`config.mk`:
```
export PLATFORM = sky130hd
export DESIGN_NAME = codec_slot_ctrl
export DESIGN_NICKNAME = d
export VERILOG_FILES = /design/src/rtl/cslot_pkg.sv /design/src/rtl/cslot_txregs.sv /design/src/rtl/cslot_seq.sv /design/src/rtl/cslot_rx.sv /design/src/rtl/codec_slot_ctrl.sv
export SDC_FILE = /design/constraint.sdc
export NUM_CORES = 1
export LEC_CHECK = 0
export BUFFER_PORTS_ARGS = -buffer_cell sky130_fd_sc_hd__buf_2
export CORE_UTILIZATION = 31
export DETAILED_ROUTE_END_ITERATION = 10
export SYNTH_ARGS = -nofsm -noshare
export SYNTH_HDL_FRONTEND = slang
export SYNTH_SLANG_ARGS = --single-unit
```
`constraint.sdc`:
```
create_clock -name clk -period 1.66 [get_ports clk]
set_input_delay 0 -clock clk [delete_from_list [all_inputs] [get_ports clk]]
set_output_delay 0 -clock clk [all_outputs]
set_load 0.01 [all_outputs]
```
`src/rtl/cslot_pkg.sv`:
```
package cslot_pkg;

  // slot select codes
  localparam logic [1:0] SEL_TX1 = 2'd0;
  localparam logic [1:0] SEL_TX2 = 2'd1;
  localparam logic [1:0] SEL_RX1 = 2'd2;
  localparam logic [1:0] SEL_RX2 = 2'd3;

  // flag bit layout
  localparam int unsigned FLAG_W       = 8;
  localparam int unsigned FLG_TX1_EMPT = 0;
  localparam int unsigned FLG_TX2_EMPT = 1;
  localparam int unsigned FLG_TXB_EMPT = 2;
  localparam int unsigned FLG_RX_BUSY0 = 3;
  localparam int unsigned FLG_RX_VAL0  = 5;
  localparam int unsigned FLG_PENDING  = 7;
  localparam int unsigned NUM_RX       = 2;

  typedef enum logic [1:0] {
    SEQ_IDLE  = 2'd0,
    SEQ_ISSUE = 2'd1,
    SEQ_WAIT  = 2'd2
  } seq_state_e;

endpackage

```
`src/rtl/cslot_txregs.sv`:
```
module cslot_txregs #(
  parameter int unsigned SLOT_W = 20
) (
  input  logic              clk,
  input  logic              rst_n,
  input  logic              tx1_load,
  input  logic              tx2_load,
  input  logic [SLOT_W-1:0] wdata,
  output logic [SLOT_W-1:0] tx1_q,
  output logic [SLOT_W-1:0] tx2_q,
  output logic              tx1_empty,
  output logic              tx2_empty
);

  logic [SLOT_W-1:0] tx1_d, tx2_d;
  logic              tx1_empty_d, tx2_empty_d;

  always_comb begin
    tx1_d       = tx1_q;
    tx2_d       = tx2_q;
    tx1_empty_d = tx1_empty;
    tx2_empty_d = tx2_empty;
    if (tx1_load) begin
      tx1_d       = wdata;
      tx1_empty_d = 1'b0;
    end
    if (tx2_load) begin
      tx2_d       = wdata;
      tx2_empty_d = 1'b0;
    end
  end

  always_ff @(posedge clk or negedge rst_n) begin
    if (!rst_n) begin
      tx1_q     <= '0;
      tx2_q     <= '0;
      tx1_empty <= 1'b1;
      tx2_empty <= 1'b1;
    end else begin
      tx1_q     <= tx1_d;
      tx2_q     <= tx2_d;
      tx1_empty <= tx1_empty_d;
      tx2_empty <= tx2_empty_d;
    end
  end


  tx2_store_chk: assert property (@(posedge clk) disable iff (!rst_n)
    tx2_load |=> (!tx2_empty && tx2_q == $past(wdata)));

endmodule

```
`src/rtl/cslot_seq.sv`:
```
module cslot_seq
  import cslot_pkg::*;
#(
  parameter int unsigned SLOT_W = 20,
  parameter int unsigned ADDR_W = 7,
  parameter int unsigned DATA_W = 16
) (
  input  logic              clk,
  input  logic              rst_n,
  input  logic              tx1_req,
  input  logic [SLOT_W-1:0] wdata,
  input  logic [DATA_W-1:0] tx2_data,
  output logic              accept,
  output logic              pending,
  output logic              rd_launch,
  output logic              rd_done,
  output logic [SLOT_W-1:0] cmd_word,
  output logic [ADDR_W-1:0] cdc_addr,
  output logic [DATA_W-1:0] cdc_wdata,
  output logic              cdc_we,
  output logic              cdc_re
);

  localparam int unsigned RW_BIT  = SLOT_W - 1;
  localparam int unsigned ADDR_HI = RW_BIT - 1;
  localparam int unsigned ADDR_LO = RW_BIT - ADDR_W;

  seq_state_e        state_q, state_d;
  logic [SLOT_W-1:0] cmd_q;
  logic [DATA_W-1:0] wdat_q;
  logic              issuing;

  assign accept    = tx1_req && (state_q == SEQ_IDLE);
  assign rd_launch = accept && wdata[RW_BIT];
  assign issuing   = (state_q == SEQ_ISSUE);

  always_comb begin
    state_d = state_q;
    unique case (state_q)
      SEQ_IDLE:  if (accept) state_d = SEQ_ISSUE;
      SEQ_ISSUE: state_d = cmd_q[RW_BIT] ? SEQ_WAIT : SEQ_IDLE;
      SEQ_WAIT:  state_d = SEQ_IDLE;
      default:   state_d = SEQ_IDLE;
    endcase
  end

  always_ff @(posedge clk or negedge rst_n) begin
    if (!rst_n) begin
      state_q <= SEQ_IDLE;
      cmd_q   <= '0;
      wdat_q  <= '0;
    end else begin
      state_q <= state_d;
      if (accept) begin
        cmd_q  <= wdata;
        wdat_q <= tx2_data;
      end
    end
  end

  assign pending   = (state_q != SEQ_IDLE);
  assign rd_done   = (state_q == SEQ_WAIT);
  assign cmd_word  = cmd_q;
  assign cdc_addr  = cmd_q[ADDR_HI:ADDR_LO];
  assign cdc_wdata = wdat_q;
  assign cdc_we    = issuing && !cmd_q[RW_BIT];
  assign cdc_re    = issuing && cmd_q[RW_BIT];


  wr_issue_chk: assert property (@(posedge clk) disable iff (!rst_n)
    (accept && !wdata[RW_BIT]) |=> (cdc_we && !cdc_re && cdc_wdata == $past(tx2_data)
                                    && cdc_addr == $past(wdata[ADDR_HI:ADDR_LO])));

  rd_issue_chk: assert property (@(posedge clk) disable iff (!rst_n)
    (accept && wdata[RW_BIT]) |=> (cdc_re && !cdc_we
                                   && cdc_addr == $past(wdata[ADDR_HI:ADDR_LO])));

  single_pulse_chk: assert property (@(posedge clk) disable iff (!rst_n)
    (cdc_we || cdc_re) |=> !(cdc_we || cdc_re));

  hold_off_chk: assert property (@(posedge clk) disable iff (!rst_n)
    (pending && tx1_req) |=> !(cdc_we || cdc_re));

endmodule

```
`src/rtl/cslot_rx.sv`:
```
module cslot_rx
  import cslot_pkg::*;
#(
  parameter int unsigned SLOT_W = 20,
  parameter int unsigned DATA_W = 16
) (
  input  logic              clk,
  input  logic              rst_n,
  input  logic              rd_launch,
  input  logic              rd_done,
  input  logic [SLOT_W-1:0] cmd_word,
  input  logic [DATA_W-1:0] cdc_rdata,
  input  logic [NUM_RX-1:0] sw_clr,
  output logic [SLOT_W-1:0] rx1_q,
  output logic [SLOT_W-1:0] rx2_q,
  output logic [NUM_RX-1:0] busy,
  output logic [NUM_RX-1:0] valid
);

  localparam int unsigned PAD_W  = SLOT_W - DATA_W;
  localparam int unsigned RW_BIT = SLOT_W - 1;

  logic [SLOT_W-1:0] rx1_d, rx2_d;

  always_comb begin
    rx1_d = rx1_q;
    rx2_d = rx2_q;
    if (rd_done) begin
      rx1_d         = cmd_word;
      rx1_d[RW_BIT] = 1'b0;
      rx2_d         = {cdc_rdata, {PAD_W{1'b0}}};
    end
  end

  always_ff @(posedge clk or negedge rst_n) begin
    if (!rst_n) begin
      rx1_q <= '0;
      rx2_q <= '0;
    end else begin
      rx1_q <= rx1_d;
      rx2_q <= rx2_d;
    end
  end

  for (genvar g = 0; g < NUM_RX; g++) begin : g_slot_flags
    logic busy_d, valid_d;

    always_comb begin
      busy_d  = busy[g];
      valid_d = valid[g];
      if (rd_launch) busy_d = 1'b1;
      if (sw_clr[g]) valid_d = 1'b0;
      if (rd_done) begin
        busy_d  = 1'b0;
        valid_d = 1'b1;
      end
    end

    always_ff @(posedge clk or negedge rst_n) begin
      if (!rst_n) begin
        busy[g]  <= 1'b0;
        valid[g] <= 1'b0;
      end else begin
        busy[g]  <= busy_d;
        valid[g] <= valid_d;
      end
    end


    valid_clr_chk: assert property (@(posedge clk) disable iff (!rst_n)
      (sw_clr[g] && !rd_done) |=> !valid[g]);
  end


  done_flags_chk: assert property (@(posedge clk) disable iff (!rst_n)
    rd_done |=> (valid == '1 && busy == '0));

  launch_busy_chk: assert property (@(posedge clk) disable iff (!rst_n)
    rd_launch |=> (busy == '1));

endmodule

```
`src/rtl/codec_slot_ctrl.sv`:
```
module codec_slot_ctrl
  import cslot_pkg::*;
#(
  parameter int unsigned ADDR_W = 7,
  parameter int unsigned DATA_W = 16,
  parameter int unsigned PAD_W  = 4,
  localparam int unsigned SLOT_W = DATA_W + PAD_W
) (
  input  logic              clk,
  input  logic              rst_n,
  input  logic              sw_wr,
  input  logic              sw_rd,
  input  logic [1:0]        sw_sel,
  input  logic [SLOT_W-1:0] sw_wdata,
  output logic [SLOT_W-1:0] sw_rdata,
  output logic [FLAG_W-1:0] slot_flags,
  output logic [ADDR_W-1:0] cdc_addr,
  output logic [DATA_W-1:0] cdc_wdata,
  output logic              cdc_we,
  output logic              cdc_re,
  input  logic [DATA_W-1:0] cdc_rdata
);

  logic              tx1_req, tx2_load, accept, pending, rd_launch, rd_done;
  logic [SLOT_W-1:0] tx1_q, tx2_q, rx1_q, rx2_q, cmd_word;
  logic              tx1_empty, tx2_empty;
  logic [NUM_RX-1:0] rx_busy, rx_valid, sw_clr;

  assign tx1_req   = sw_wr && (sw_sel == SEL_TX1);
  assign tx2_load  = sw_wr && (sw_sel == SEL_TX2);
  assign sw_clr[0] = sw_rd && (sw_sel == SEL_RX1);
  assign sw_clr[1] = sw_rd && (sw_sel == SEL_RX2);

  cslot_txregs #(.SLOT_W(SLOT_W)) u_tx (
    .clk(clk), .rst_n(rst_n),
    .tx1_load(accept), .tx2_load(tx2_load), .wdata(sw_wdata),
    .tx1_q(tx1_q), .tx2_q(tx2_q),
    .tx1_empty(tx1_empty), .tx2_empty(tx2_empty)
  );

  cslot_seq #(.SLOT_W(SLOT_W), .ADDR_W(ADDR_W), .DATA_W(DATA_W)) u_seq (
    .clk(clk), .rst_n(rst_n),
    .tx1_req(tx1_req), .wdata(sw_wdata),
    .tx2_data(tx2_q[SLOT_W-1 -: DATA_W]),
    .accept(accept), .pending(pending),
    .rd_launch(rd_launch), .rd_done(rd_done), .cmd_word(cmd_word),
    .cdc_addr(cdc_addr), .cdc_wdata(cdc_wdata),
    .cdc_we(cdc_we), .cdc_re(cdc_re)
  );

  cslot_rx #(.SLOT_W(SLOT_W), .DATA_W(DATA_W)) u_rx (
    .clk(clk), .rst_n(rst_n),
    .rd_launch(rd_launch), .rd_done(rd_done),
    .cmd_word(cmd_word), .cdc_rdata(cdc_rdata), .sw_clr(sw_clr),
    .rx1_q(rx1_q), .rx2_q(rx2_q), .busy(rx_busy), .valid(rx_valid)
  );

  always_comb begin
    unique case (sw_sel)
      SEL_TX1: sw_rdata = tx1_q;
      SEL_TX2: sw_rdata = tx2_q;
      SEL_RX1: sw_rdata = rx1_q;
      default: sw_rdata = rx2_q;
    endcase
  end

  always_comb begin
    slot_flags                                  = '0;
    slot_flags[FLG_TX1_EMPT]                    = tx1_empty;
    slot_flags[FLG_TX2_EMPT]                    = tx2_empty;
    slot_flags[FLG_TXB_EMPT]                    = tx1_empty && tx2_empty;
    slot_flags[FLG_RX_BUSY0 +: NUM_RX]          = rx_busy;
    slot_flags[FLG_RX_VAL0 +: NUM_RX]           = rx_valid;
    slot_flags[FLG_PENDING]                     = pending;
  end


  tx1_hold_chk: assert property (@(posedge clk) disable iff (!rst_n)
    (tx1_req && pending) |=> $stable(tx1_q));

  enable_excl_chk: assert property (@(posedge clk) disable iff (!rst_n)
    !(cdc_we && cdc_re));

endmodule

```
== After elaboration in Yosys (flattened, before gate mapping) ==
Index checks and enable logic that the tools add are counted.
Operators by class
  muxes and demuxes: 10
  reductions and logical operators: 16
  equality and inequality tests: 6
Operator list (number)
  case mux 20 bit (3 select lines): 1
  logical AND 1 bit: 9
  nonzero test 2 bit: 4
  == test 2 bit (second input constant): 3
  two-way mux 1 bit: 6
  == test 2 x 1 -> 1 bit (second input constant): 2
  logical NOT 2 bit: 2
  two-way mux 2 bit: 2
  case mux 2 bit (2 select lines): 1
  != test 2 x 1 -> 1 bit (second input constant): 1
  logical NOT 1 bit: 1
Storage, ports and cells
  bits in registers: 98
  word-level logic and storage cells: 43
  output and inout bits: 53
  bits of input ports: 42

== Logic depth before layout (Yosys ltp) ==
Gate-level depths: netlist of the first run.
  depth after elaboration: 6
  mapped depth: 5
  gate-level depth less buffers: 3

== Cells and area by module ==
A second synthesis of the first run with hierarchy kept.
Second synthesis, totals
  cell total of the unflattened synthesis: 305
  area, all modules: 5416.4 um^2
By module, submodules not included
  cslot_txregs: area an instance 1704.1 um^2, seq. area each 1053.5 um^2, instances 1, cells each 88
  cslot_seq: area an instance 1606.5 um^2, seq. area each 950.9 um^2, instances 1, cells each 93
  cslot_rx: area an instance 1526.5 um^2, seq. area each 950.9 um^2, instances 1, cells each 90
  codec_slot_ctrl: area an instance 579.3 um^2, seq. area each 0.0 um^2, instances 1, cells each 34

== Worst setup path before layout of the first run ==
OpenSTA, ideal clock, no wires.
  path kind: register to register
  start: reg u_seq.state_q[0]
  end: reg u_seq.wdat_q[0], in the netlist u_seq.cdc_wdata[0]
  buffers on the path: 2
  slack: -39 ps
  library setup time: 127 ps
  required time: 1533 ps
  period minus slack after synthesis: 1699 ps
  data arrival time: 1571 ps
  cell stages (with the launch flop): 6
  cell sequence: dfrtp_1 -> or2_1 -> nor4b_4 -> buf_6 -> buf_8 -> mux2_1
Between the ends
  longest elaborated chain between the ends: 2
RTL lines
  from (decl): RTL line cslot_seq.sv:28  | seq_state_e state_q, state_d;
  from (signal assigned): RTL line cslot_seq.sv:53  | state_q <= state_d;
  logical NOT 2 bit: RTL line cslot_seq.sv:33  | assign accept = tx1_req && (state_q == SEQ_IDLE);
  logical AND 1 bit: RTL line cslot_seq.sv:33
  to (signal assigned): RTL line cslot_seq.sv:56  | wdat_q <= tx2_data;
  to (decl): RTL line cslot_seq.sv:30  | logic [DATA_W-1:0] wdat_q;
No other way between the ends.
A chain may end at the register's enable or synchronous reset.

== Worst setup path in the final report of the first run ==
  start: reg u_seq.state_q[1]
  end: reg u_seq.cmd_q[10], in the netlist u_seq.cmd_word[10]
Between the ends
  longest elaborated chain between the ends: 2
RTL lines
  logical NOT 2 bit: RTL line cslot_seq.sv:33
  logical AND 1 bit: RTL line cslot_seq.sv:33
  to (signal assigned): RTL line cslot_seq.sv:55  | cmd_q <= wdata;
  to (decl): RTL line cslot_seq.sv:29  | logic [SLOT_W-1:0] cmd_q;
No other way between the ends.

==> results of run 1 <==
## worst paths after layout
path / endpoint / startpoint / slack [ns] / cells after the start
setup / recovery: u_seq.cmd_word[10]$_DFFE_PN0P_ / u_seq.state_q[1]$_DFFE_PN0P_ / 0.008 / 5
hold / removal: u_rx.valid[1]$_DFFE_PN0P_ / sw_sel[0] / 0.12 / 4
setup reg to reg: u_seq.cmd_word[10]$_DFFE_PN0P_ / u_seq.state_q[1]$_DFFE_PN0P_ / 0.008 / 5
hold reg to reg: u_rx.rx2_q[6]$_DFFE_PN0P_ / u_rx.rx2_q[6]$_DFFE_PN0P_ / 0.47 / 2
max in group asynchronous: u_tx.tx2_empty$_DFFE_PN1P_ / rst_n / 0.91 / 3
min in group asynchronous: u_rx.rx2_q[13]$_DFFE_PN0P_ / rst_n / 0.14 / 2
## through the flow
step	instances	TNS, ns	worst slack [ns]	area [um^2]
6_report	654	0	0.00809	5820
5_1_grt	654	-1.36	-0.0491	5820
4_1_cts	652	-0.885	-0.0353	5680
3_5_place_dp	596	-1.04	-0.0870	4920
3_3_place_gp	596	-1.36	-0.0862	4920
2_1_floorplan	339	0	0.00323	4240
## routing by layer
| metal | GRT usage [%] | routed length [um] | vias to the layer above |
|---|---|---|---|
| met2 | 23.6 | 4760 | 75 |
| met5 | 0 | 0 | - |
| met3 | 3.35 | 375 | 9 |
| met4 | 5.14 | 134 | 0 |
| li1 | - | - | 1400 |
| met1 | 20.8 | 4980 | 1495 |
## repair_timing
item	in CTS	in global routing
pin swaps	1	2
setup buffers	1	1
hold endpoints to repair	155	0
resized for setup	20	27
hold buffers	38	0
setup endpoints to repair	30	36
gates cloned	1	1
## cells by family (layout without fill, tap and decap cells)
group	Yosys count	after routing	share of synthesized area, %
buffers and inverters	31	170	4.52
AOI/OAI and AO/OA	7	7	0.915
DFF	98	98	57.9
and+or+nand+nor	127	127	12.6
muxes	76	76	24.0
## placed cells by master, fill, tap and decap left out, types with 2 or more instances in the layout
cell	Yosys	routed
buf_2	6	93
nand2_1	113	113
dlygate4sd3_1	0	38
mux2_1	7	2
clkinv_4	0	2
buf_4	13	13
dfstp_2	2	2
clkinvlp_4	0	2
and2_1	2	2
o21ai_0	6	6
and3b_1	2	2
nand3_1	2	2
dfrtp_1	96	96
clkbuf_16	0	10
mux2_4	0	32
mux4_2	15	15
mux2i_1	5	5
nor2b_1	3	2
mux2_2	49	22
buf_12	0	5
buf_8	1	3
## report_power, final
part           internal (mW)  leakage [nW]  total, mW  switching (mW)
combinational           1.10          1.52       1.93           0.824
sequential              3.10          1.19       3.54           0.439
clock                   1.17         0.139       2.06           0.890
## state kept, by name, summed over array words and instances, names as in the netlist
register,cells
u_seq.cmd_word,20
u_tx.tx2_q,20
u_rx.rx1_q,19
u_rx.rx2_q,16
u_seq.cdc_wdata,16
u_rx.valid,2
u_seq.state_q,2
u_rx.busy,1
u_tx.tx1_empty,1
u_tx.tx2_empty,1
## final cells by class
type,count,area [um^2]
clock buffers,10,229
clock inverters,6,67.6
fillers,1221,7470
multi-input cells,210,1720
flip-flops and latches,98,2450
well taps,176,220
repair buffers,154,1120
## tightest hold or removal path: cells and delay by family
kind	cells	cell delay, ns
and+or+nand+nor	3	0.23
buffers and inverters	1	0.19
==> impl_results.md, run 1 <==
* Hold WS at 0.119 ns
* WP buf/inv at 2
* Area of the core at 13,300 um^2
* Antenna cells at 0
* CP Cell Sequence: or2_4 -> nor4b_4 -> buf_6 -> buf_8 -> mux2_4
* Post-DRT Antenna Nets at 0
* Area contributors post-synth: dfrtp_1 (57%), mux2_2 (13%), nand2_1 (10%), mux4_2 (8.0%), buf_4 (2.3%)
* Largest net degree at the start of global routing at 42
* Synth Instances at 339
* Clk buf depth at 2
* WL/cell at 15.7 um
* I/O pins at 95
* Die area at 14,100 um^2
* Leak at 2.85 nW
* Synth Cell Area at about 4200 um^2
* Drt via density at 4.56
* Slowest Stage Delay on Critical Path at between 0.3 and 0.4 ns
* Mapped Nets at about 380
* Worst-path fanout max at 7
* Tot Pwr at 7.52 mW
* EDFF count, synth at 0
* Commonest cells post-synth: nand2_1 (113), dfrtp_1 (96), mux2_2 (49), mux4_2 (15), buf_4 (13)
* Initial core utilization at 31.9%
* Max_slew headroom at 71.6%
* Post-synthesis area per instance at approximately 13 um^2
* Skew-Pair Late Insertion Delay at 0.34 ns
* Fin util at ~44%
* Synth top area share at 56.7%
* DRT Pass-1 Iters at 6
* Seq/Total Area, Yosys at 57.9%
* Dpl hpwl at 6750 um
* Clock skew at 0.00657 ns
* Vias in the first global route at 3,063
* Seq cells post-synth at 98
* CTS tree: yes
* Slew of the pin with the lowest slew margin at 0.426 ns
* Peak Freq at around 610 MHz
* P per Cell Area at between 1000 and 1500 nW/um^2
* Worst VDD drop at 0.593 mV
* Maxcap violations at 0
* Period Utilization, post-route at between 90% and 100%
* RSZ-0062 raised after global routing: true
* Die width at about 120 um
* Worst EP required at 1.89 ns
* Gr usage total at 15.1%
* Worst Setup End Kind: flip-flop
* CP top delay family: simple AND/OR/NAND/NOR gates
* Die Ht at about 120 um
* First-pass GRT wire length at 16,300 um
* RePlAce Congestion at 0.706
* Site row count at 42
* Async SR Flop Fraction at 100%
* Setup violations, final at 0
* H-tree depth at 3
* GRT Residual Overflow at 0
* Ys flop type: dfrtp_1
* Vias at 2,979
* Initial antenna violation count at 0
* Layout cells sized above 1 at 43.1%
* Fin. max-slew vios at 0
* Top-count cell post-synth: nand2_1
* Hold Fails Final Rpt at 0
* Synth unique cells at 23
* Synth area leader: dfrtp_1
* Clk root buf: clkbuf_16
* Total routed wirelength at 10,200 um
* Clk slew on worst S/H paths at around 0.07 ns
* Tmin final at approximately 1.7 ns
* Fin nets at 515
* Clock Sinks at roughly 100
* Worst hold path class: primary input to flip-flop
* Crit start category: flip-flop
* Outcome: finished, final reports clean
* Initial DRC Count at 120
* Area growth, synth to finish at 37.3%
* Port buffer count at 94
* Num CTS Buffers at 9
* Warnings from Yosys at 0
* CP max stage cell: dfrtp_1
* Critical path type: flip-flop to flip-flop
* Drt drc at 0
* CP Data Arrival Time at 1.88 ns
Power figures use the tool's default switching activity.
==> inputs of run 2 (changes only) <==
--- a/config.mk
+++ b/config.mk
@@ -5,9 +5,11 @@
 export SDC_FILE = /design/constraint.sdc
 export NUM_CORES = 1
 export LEC_CHECK = 0
-export BUFFER_PORTS_ARGS = -buffer_cell sky130_fd_sc_hd__buf_2
 export CORE_UTILIZATION = 31
+export CTS_CLUSTER_SIZE = 20
 export DETAILED_ROUTE_END_ITERATION = 10
+export DONT_BUFFER_PORTS = 1
+export REMOVE_ABC_BUFFERS = 1
 export SYNTH_ARGS = -nofsm -noshare
 export SYNTH_HDL_FRONTEND = slang
 export SYNTH_SLANG_ARGS = --single-unit
==> run 2 against run 1 <==
  * Register-to-register slack worse by 0.02 ns
  * Combinational power down 29%
  * Utilization down 3.6 points
  * Via count down 13%
  * Largest cell class unchanged
  * Sequential share of layout area up 3.8 points
  * The flow now finishes with violations (negative hold slack, negative setup slack)
  * Clock power up 11%
  * Sequential cell count unchanged
  * Critical path depth unchanged
  * Sequential power up 3%
==> impl_results.md, run 2 (synthesis results as in run 1) <==
* Area growth, synth to finish at 26.0%
* Largest net degree at the start of global routing at 99
* Worst-path fanout max at 7
* Final Non-Filler Cells at 558
* Die Ht at 119 um
* Crit start category: flip-flop
* Clock Sinks at 98
* Outcome: complete, but fails checks
* Clk buf depth at 2
* H-tree depth at 3
* CP Data Arrival Time at between 1.5 and 2 ns
* Setup violations, final at 22
* CTS tree: yes
* Clk root buf: clkbuf_16
* Failing checks: negative hold slack, negative setup slack
* RSZ-0062 raised after global routing: true
* Site row count at 42
* Hold WS at -0.654 ns
* Fin. max-slew vios at 0
* Die width at 119 um
* Skew-Pair Late Insertion Delay at ~0.35 ns
* R2R Path Start: u_seq.state_q[1]$_DFFE_PN0P_
* Hold Buf Count CTS at 38
* Max_slew headroom at between 60% and 70%
* DRT Pass-1 Iters at 4
* Dpl ws at -0.121 ns
* I/O pins at 95
* Most frequent cells in the layout: nand2_1 (113), dfrtp_1 (96), dlygate4sd3_1 (38)
* Maxcap violations at 0
* Die area at between 10,000 and 15,000 um^2
* Post-DRT Antenna Nets at 0
* Initial core utilization at 31.9%
* Vias at 2,603
* Area of the core at approximately 13,000 um^2
* Initial antenna violation count at 1
* Peak Freq at 598 MHz
* TNS Setup at -0.109 ns
* Fin nets at 418
* Tmin final at 1.67 ns
* Drt via density at ~4.7
* Drt drc at 0
* Worst EP required at approximately 1.9 ns
* Num CTS Buffers at 9
* Worst Setup End Kind: flip-flop
* Vias in the first global route at 2,800
* Initial DRC Count at 117
* Hold Fails Final Rpt at 98
* Slew of the pin with the lowest slew margin at 0.490 ns
* Gr usage total at 14.9%
* Post-Place Cells at 495
* CP Launch Point: u_seq.state_q[1]$_DFFE_PN0P_
* P per Cell Area at 1370 nW/um^2
* Clock skew at around 0.0046 ns
* Dpl hpwl at 5860 um
* Layout cells sized above 1 at 28.9%
* Port buffer count at 0
* Clk slew on worst S/H paths at roughly 0.060 ns
* Commonest non-fill, non-tap cell in the layout: nand2_1
* Total routed wirelength at approximately 10,000 um
* GRT Residual Overflow at 0
* Critical path type: flip-flop to flip-flop
* Period Utilization, post-route at 101%
* RePlAce Congestion at 0.696
* Worst VDD drop at about 0.57 mV
* WL/cell at approximately 18 um
* Worst hold path class: primary input to asynchronous set/reset pin
* Leak at 2.45 nW
* First-pass GRT wire length at 15,800 um
* Worst Slack Setup Final at -0.0113 ns
-- run 2: cell count changes in the layout (fill, tap and decap cells not counted), sizes merged --
cell and delta:
buf -98, bufinv +1, clkbuf +3, clkinv -1, clkinvlp -2, diode +1
-- run 2: through the flow --
| stage | util (%) | power [mW] | cell area, um^2 |
|---|---|---|---|
| floorplan | - | 4.49 | 4050 |
| global placement | 32.9 | 4.72 | 4370 |
| detailed placement | 32.9 | 4.82 | 4370 |
| CTS | 39.3 | 7.35 | 5220 |
| global route | 40.1 | 7.72 | 5340 |
| finish | 40.2 | 7.31 | 5340 |
-- run 2: report_power, final --
part	switching, mW	total (mW)	internal [mW]
logic	0.536	1.37	0.834
clock network	0.886	2.29	1.40
registers	0.553	3.65	3.10
-- run 2: routing by layer --
layer	wire length (um)	GRT usage (%)	vias to the layer above
met5	0	0	-
met4	214	6.80	0
met3	463	4.07	15
met2	4700	22.8	71
met1	4710	19.6	1315
li1	-	-	1202
-- run 2: worst paths after layout --
path | slack (ns) | depth (start not counted) | endpoint
hold reg to reg | 0.47 | 2 | u_rx.rx2_q[5]$_DFFE_PN0P_
max in group asynchronous | 2.10 | 0 | u_tx.tx2_empty$_DFFE_PN1P_
hold / removal | -0.65 | 0 | u_seq.cdc_wdata[2]$_DFFE_PN0P_
setup / recovery | -0.01 | 5 | u_seq.cdc_wdata[2]$_DFFE_PN0P_
min in group clk | 0.14 | 1 | sw_rdata[0]
setup reg to reg | -0.01 | 5 | u_seq.cdc_wdata[2]$_DFFE_PN0P_
-- run 2: final cells by class --
class | instances | area (um^2)
fill | 1252 | 7960
sequential | 98 | 2450
multi-input combinational | 210 | 1710
timing repair buffer | 57 | 619
clock buffer | 12 | 256
tap | 176 | 220
clock inverter | 4 | 73.8
antenna | 1 | 2.50
-- run 2: worst max-delay path: stages, from the launching register on --
cell and delay, ns:
dfrtp_1 0.38, or2_4 0.26, nor4b_4 0.22, buf_6 0.22, clkbuf_16 0.18, mux2_4 0.29
-- run 2: timing repair --
item | CTS | global route
endpoints found under the setup margin | 34 | 36
gates cloned | 1 | 2
endpoints found under the hold margin | 158 | 98
pin swaps | 1 | 2
resized for setup | 29 | 14
buffers inserted | 3 | 2
==> inputs of run 3 (changes only) <==
--- a/config.mk
+++ b/config.mk
@@ -5,10 +5,12 @@
 export SDC_FILE = /design/constraint.sdc
 export NUM_CORES = 1
 export LEC_CHECK = 0
-export CORE_UTILIZATION = 31
+export CORE_UTILIZATION = 57
 export CTS_CLUSTER_SIZE = 20
 export DETAILED_ROUTE_END_ITERATION = 10
 export DONT_BUFFER_PORTS = 1
+export GPL_TIMING_DRIVEN = 0
+export PLACE_DENSITY = 0.75
 export REMOVE_ABC_BUFFERS = 1
 export SYNTH_ARGS = -nofsm -noshare
 export SYNTH_HDL_FRONTEND = slang
==> run 3 against run 2 <==
  * The flow still finishes with violations (negative hold slack, negative setup slack)
  * Die area fell by 45%
  * Non-clock buffer count fell by 5
  * Total power fell by 8.9%
  * Clock-buffer cell count fell by 1
  * Cell count fell by 15%
  * First-iteration DRC count rose by 8.5%
  * Wire length fell by 5.4%
  * Final area fell by 3.9%
  * Sequential power barely moved
  * Worst hold slack got worse by 0.018 ns
  * Critical path type unchanged
  * Critical endpoint is now u_seq.cdc_wdata[8]$_DFFE_PN0P_
  * Largest power group unchanged
==> impl_results.md, run 3 (synthesis results as in run 1) <==
* Outcome: complete, but fails checks
* Failing checks: negative hold slack, negative setup slack
* Critical path type: flip-flop to flip-flop
* GRT Residual Overflow at 0
* Setup violations, final at 36
* Clock Sinks at 98
* Maxcap violations at 0
* Worst Slack Setup Final at -0.119 ns
* DRT Pass-1 Iters at 4
* Clock skew at about 0.012 ns
* Gr usage total at 24.8%
* Worst-path fanout max at 6
* Initial DRC Count at between 100 and 150
* Clk root buf: clkbuf_8
* Dpl hpwl at 5030 um
* Die width at 88.2 um
* Num CTS Buffers at 9
* Worst hold path class: primary input to asynchronous set/reset pin
* Period Utilization, post-route at 107%
* Peak Freq at 562 MHz
* Post-DRT Antenna Nets at 0
* Layout cells sized above 1 at about 28%
* Clk slew on worst S/H paths at 0.10 ns
* Slew of the pin with the lowest slew margin at 1.27 ns
* Commonest non-fill, non-tap cell in the layout: nand2_1
* Skew-Pair Late Insertion Delay at 0.35 ns
* Vias in the first global route at roughly 2,800
* Clock Power Share at between 20% and 30%
* RePlAce Congestion at 0.689
* Worst EP required at 1.90 ns
* Hold WS at -0.672 ns
* Area of the core at 7210 um^2
* Reg-to-reg slack, setup at -0.12 ns
* H-tree depth at 3
* First-pass GRT wire length at 14,300 um
* Comb pwr share at 21.3%
* Leak at approximately 2.4 nW
* Most frequent cells in the layout: nand2_1 (113), dfrtp_1 (96), dlygate4sd3_1 (40)
* Worst Setup End Kind: flip-flop
* Drt via density at 5.62
* Total routed wirelength at 9540 um
* Antenna cells at 0
* RSZ-0062 raised after global routing: true
* Net switching power at 1.96 mW
* P per Cell Area at 1300 nW/um^2
* Worst VDD drop at 0.845 mV
* Fin util at 71.1%
* Number of fill cells at 500
* Max_slew headroom at ~15%
* Crit start category: flip-flop
* Port buffer count at 0
* Tmin final at 1.78 ns
* Fin nets at 414
* Initial antenna violation count at 0
* WL/cell at 20.0 um
* CTS tree: yes
* TNS Setup at -3.18 ns
* Sequential power share at 55.0%
* Die Ht at 88.2 um
* I/O pins at 95
* R2R Path Start: u_seq.state_q[0]$_DFFE_PN0P_
* Int Pwr at 4.70 mW
* Initial core utilization at just under 60%
* Area growth, synth to finish at 21.1%
* Clk buf depth at 2
* Vias at roughly 2,700
* Drt drc at 0
* Largest net degree at the start of global routing at between 90 and 100
* Hold Fails Final Rpt at 98
* Tot Pwr at ~6.7 mW
* CP Launch Point: u_seq.state_q[0]$_DFFE_PN0P_
* Hold Buf Count CTS at 40
* Site row count at 31
* Fin. max-slew vios at 0
* CP Data Arrival Time at 2.02 ns
* Die area at around 7800 um^2
* Switch share at about 29%
## run 3: critical path: stages, from the launching register on
cell	delay (ns)
dfrtp_1	0.40
or2_4	0.28
nor4b_4	0.30
buf_6	0.20
clkbuf_16	0.18
mux2_4	0.30
## run 3: worst paths after layout
check	to	cells after the start
worst max register to register	u_seq.cdc_wdata[8]$_DFFE_PN0P_	5
min in group clk	u_seq.state_q[0]$_DFFE_PN0P_	4
worst min register to register	u_rx.rx2_q[17]$_DFFE_PN0P_	2
worst min-delay path	u_seq.cdc_wdata[6]$_DFFE_PN0P_	0
max in group asynchronous	u_tx.tx2_empty$_DFFE_PN1P_	0
worst max-delay path	u_seq.cdc_wdata[8]$_DFFE_PN0P_	5
## run 3: power by group through the flow
stage	combinational (mW)	clock [mW]	sequential, mW
4_1_cts	1.34	1.61	3.65
2_1_floorplan	0.956	0	3.53
3_5_place_dp	1.12	0	3.69
5_1_grt	1.56	1.68	3.76
3_3_place_gp	1.05	0	3.63
6_report	1.42	1.58	3.66
## run 3: layer usage
metal	up-vias	global-route usage [%]	wire [um]
li1	1192	-	-
met1	1390	32.2	4080
met2	83	42.4	4840
met3	12	4.66	458
met4	0	7.92	159
met5	-	0	0
## run 3: repair_timing
action / 4_1_cts / 5_1_grt
hold endpoints to repair: 157 / 98
cloned: 1 / 3
resized for setup: 29 / 15
setup endpoints to repair: 35 / 64
buffers inserted: 6 / 0
pin swaps: 2 / 3
## run 3: final cells by class
cell class / count / area (um^2) / area share [%]
Tap cell: 99 / 124 / 2.41
Timing Repair Buffer: 52 / 591 / 11.5
Multi-Input combinational cell: 211 / 1760 / 34.3
Clock buffer: 11 / 141 / 2.75
Clock inverter: 5 / 63.8 / 1.24
Sequential cell: 98 / 2450 / 47.8
## run 3: per-stage QoR
stage / hold slack [ns] / setup WS [ns] / instances / instance area [um^2]
global route: -0.693 / -0.136 / 476 / 5130
floorplan: -0.296 / -0.942 / 308 / 4050
detailed placement: -0.293 / -0.377 / 410 / 4220
finish: -0.672 / -0.119 / 476 / 5130
CTS: -0.692 / -0.118 / 473 / 5010
global placement: -0.293 / -1.71 / 407 / 4170
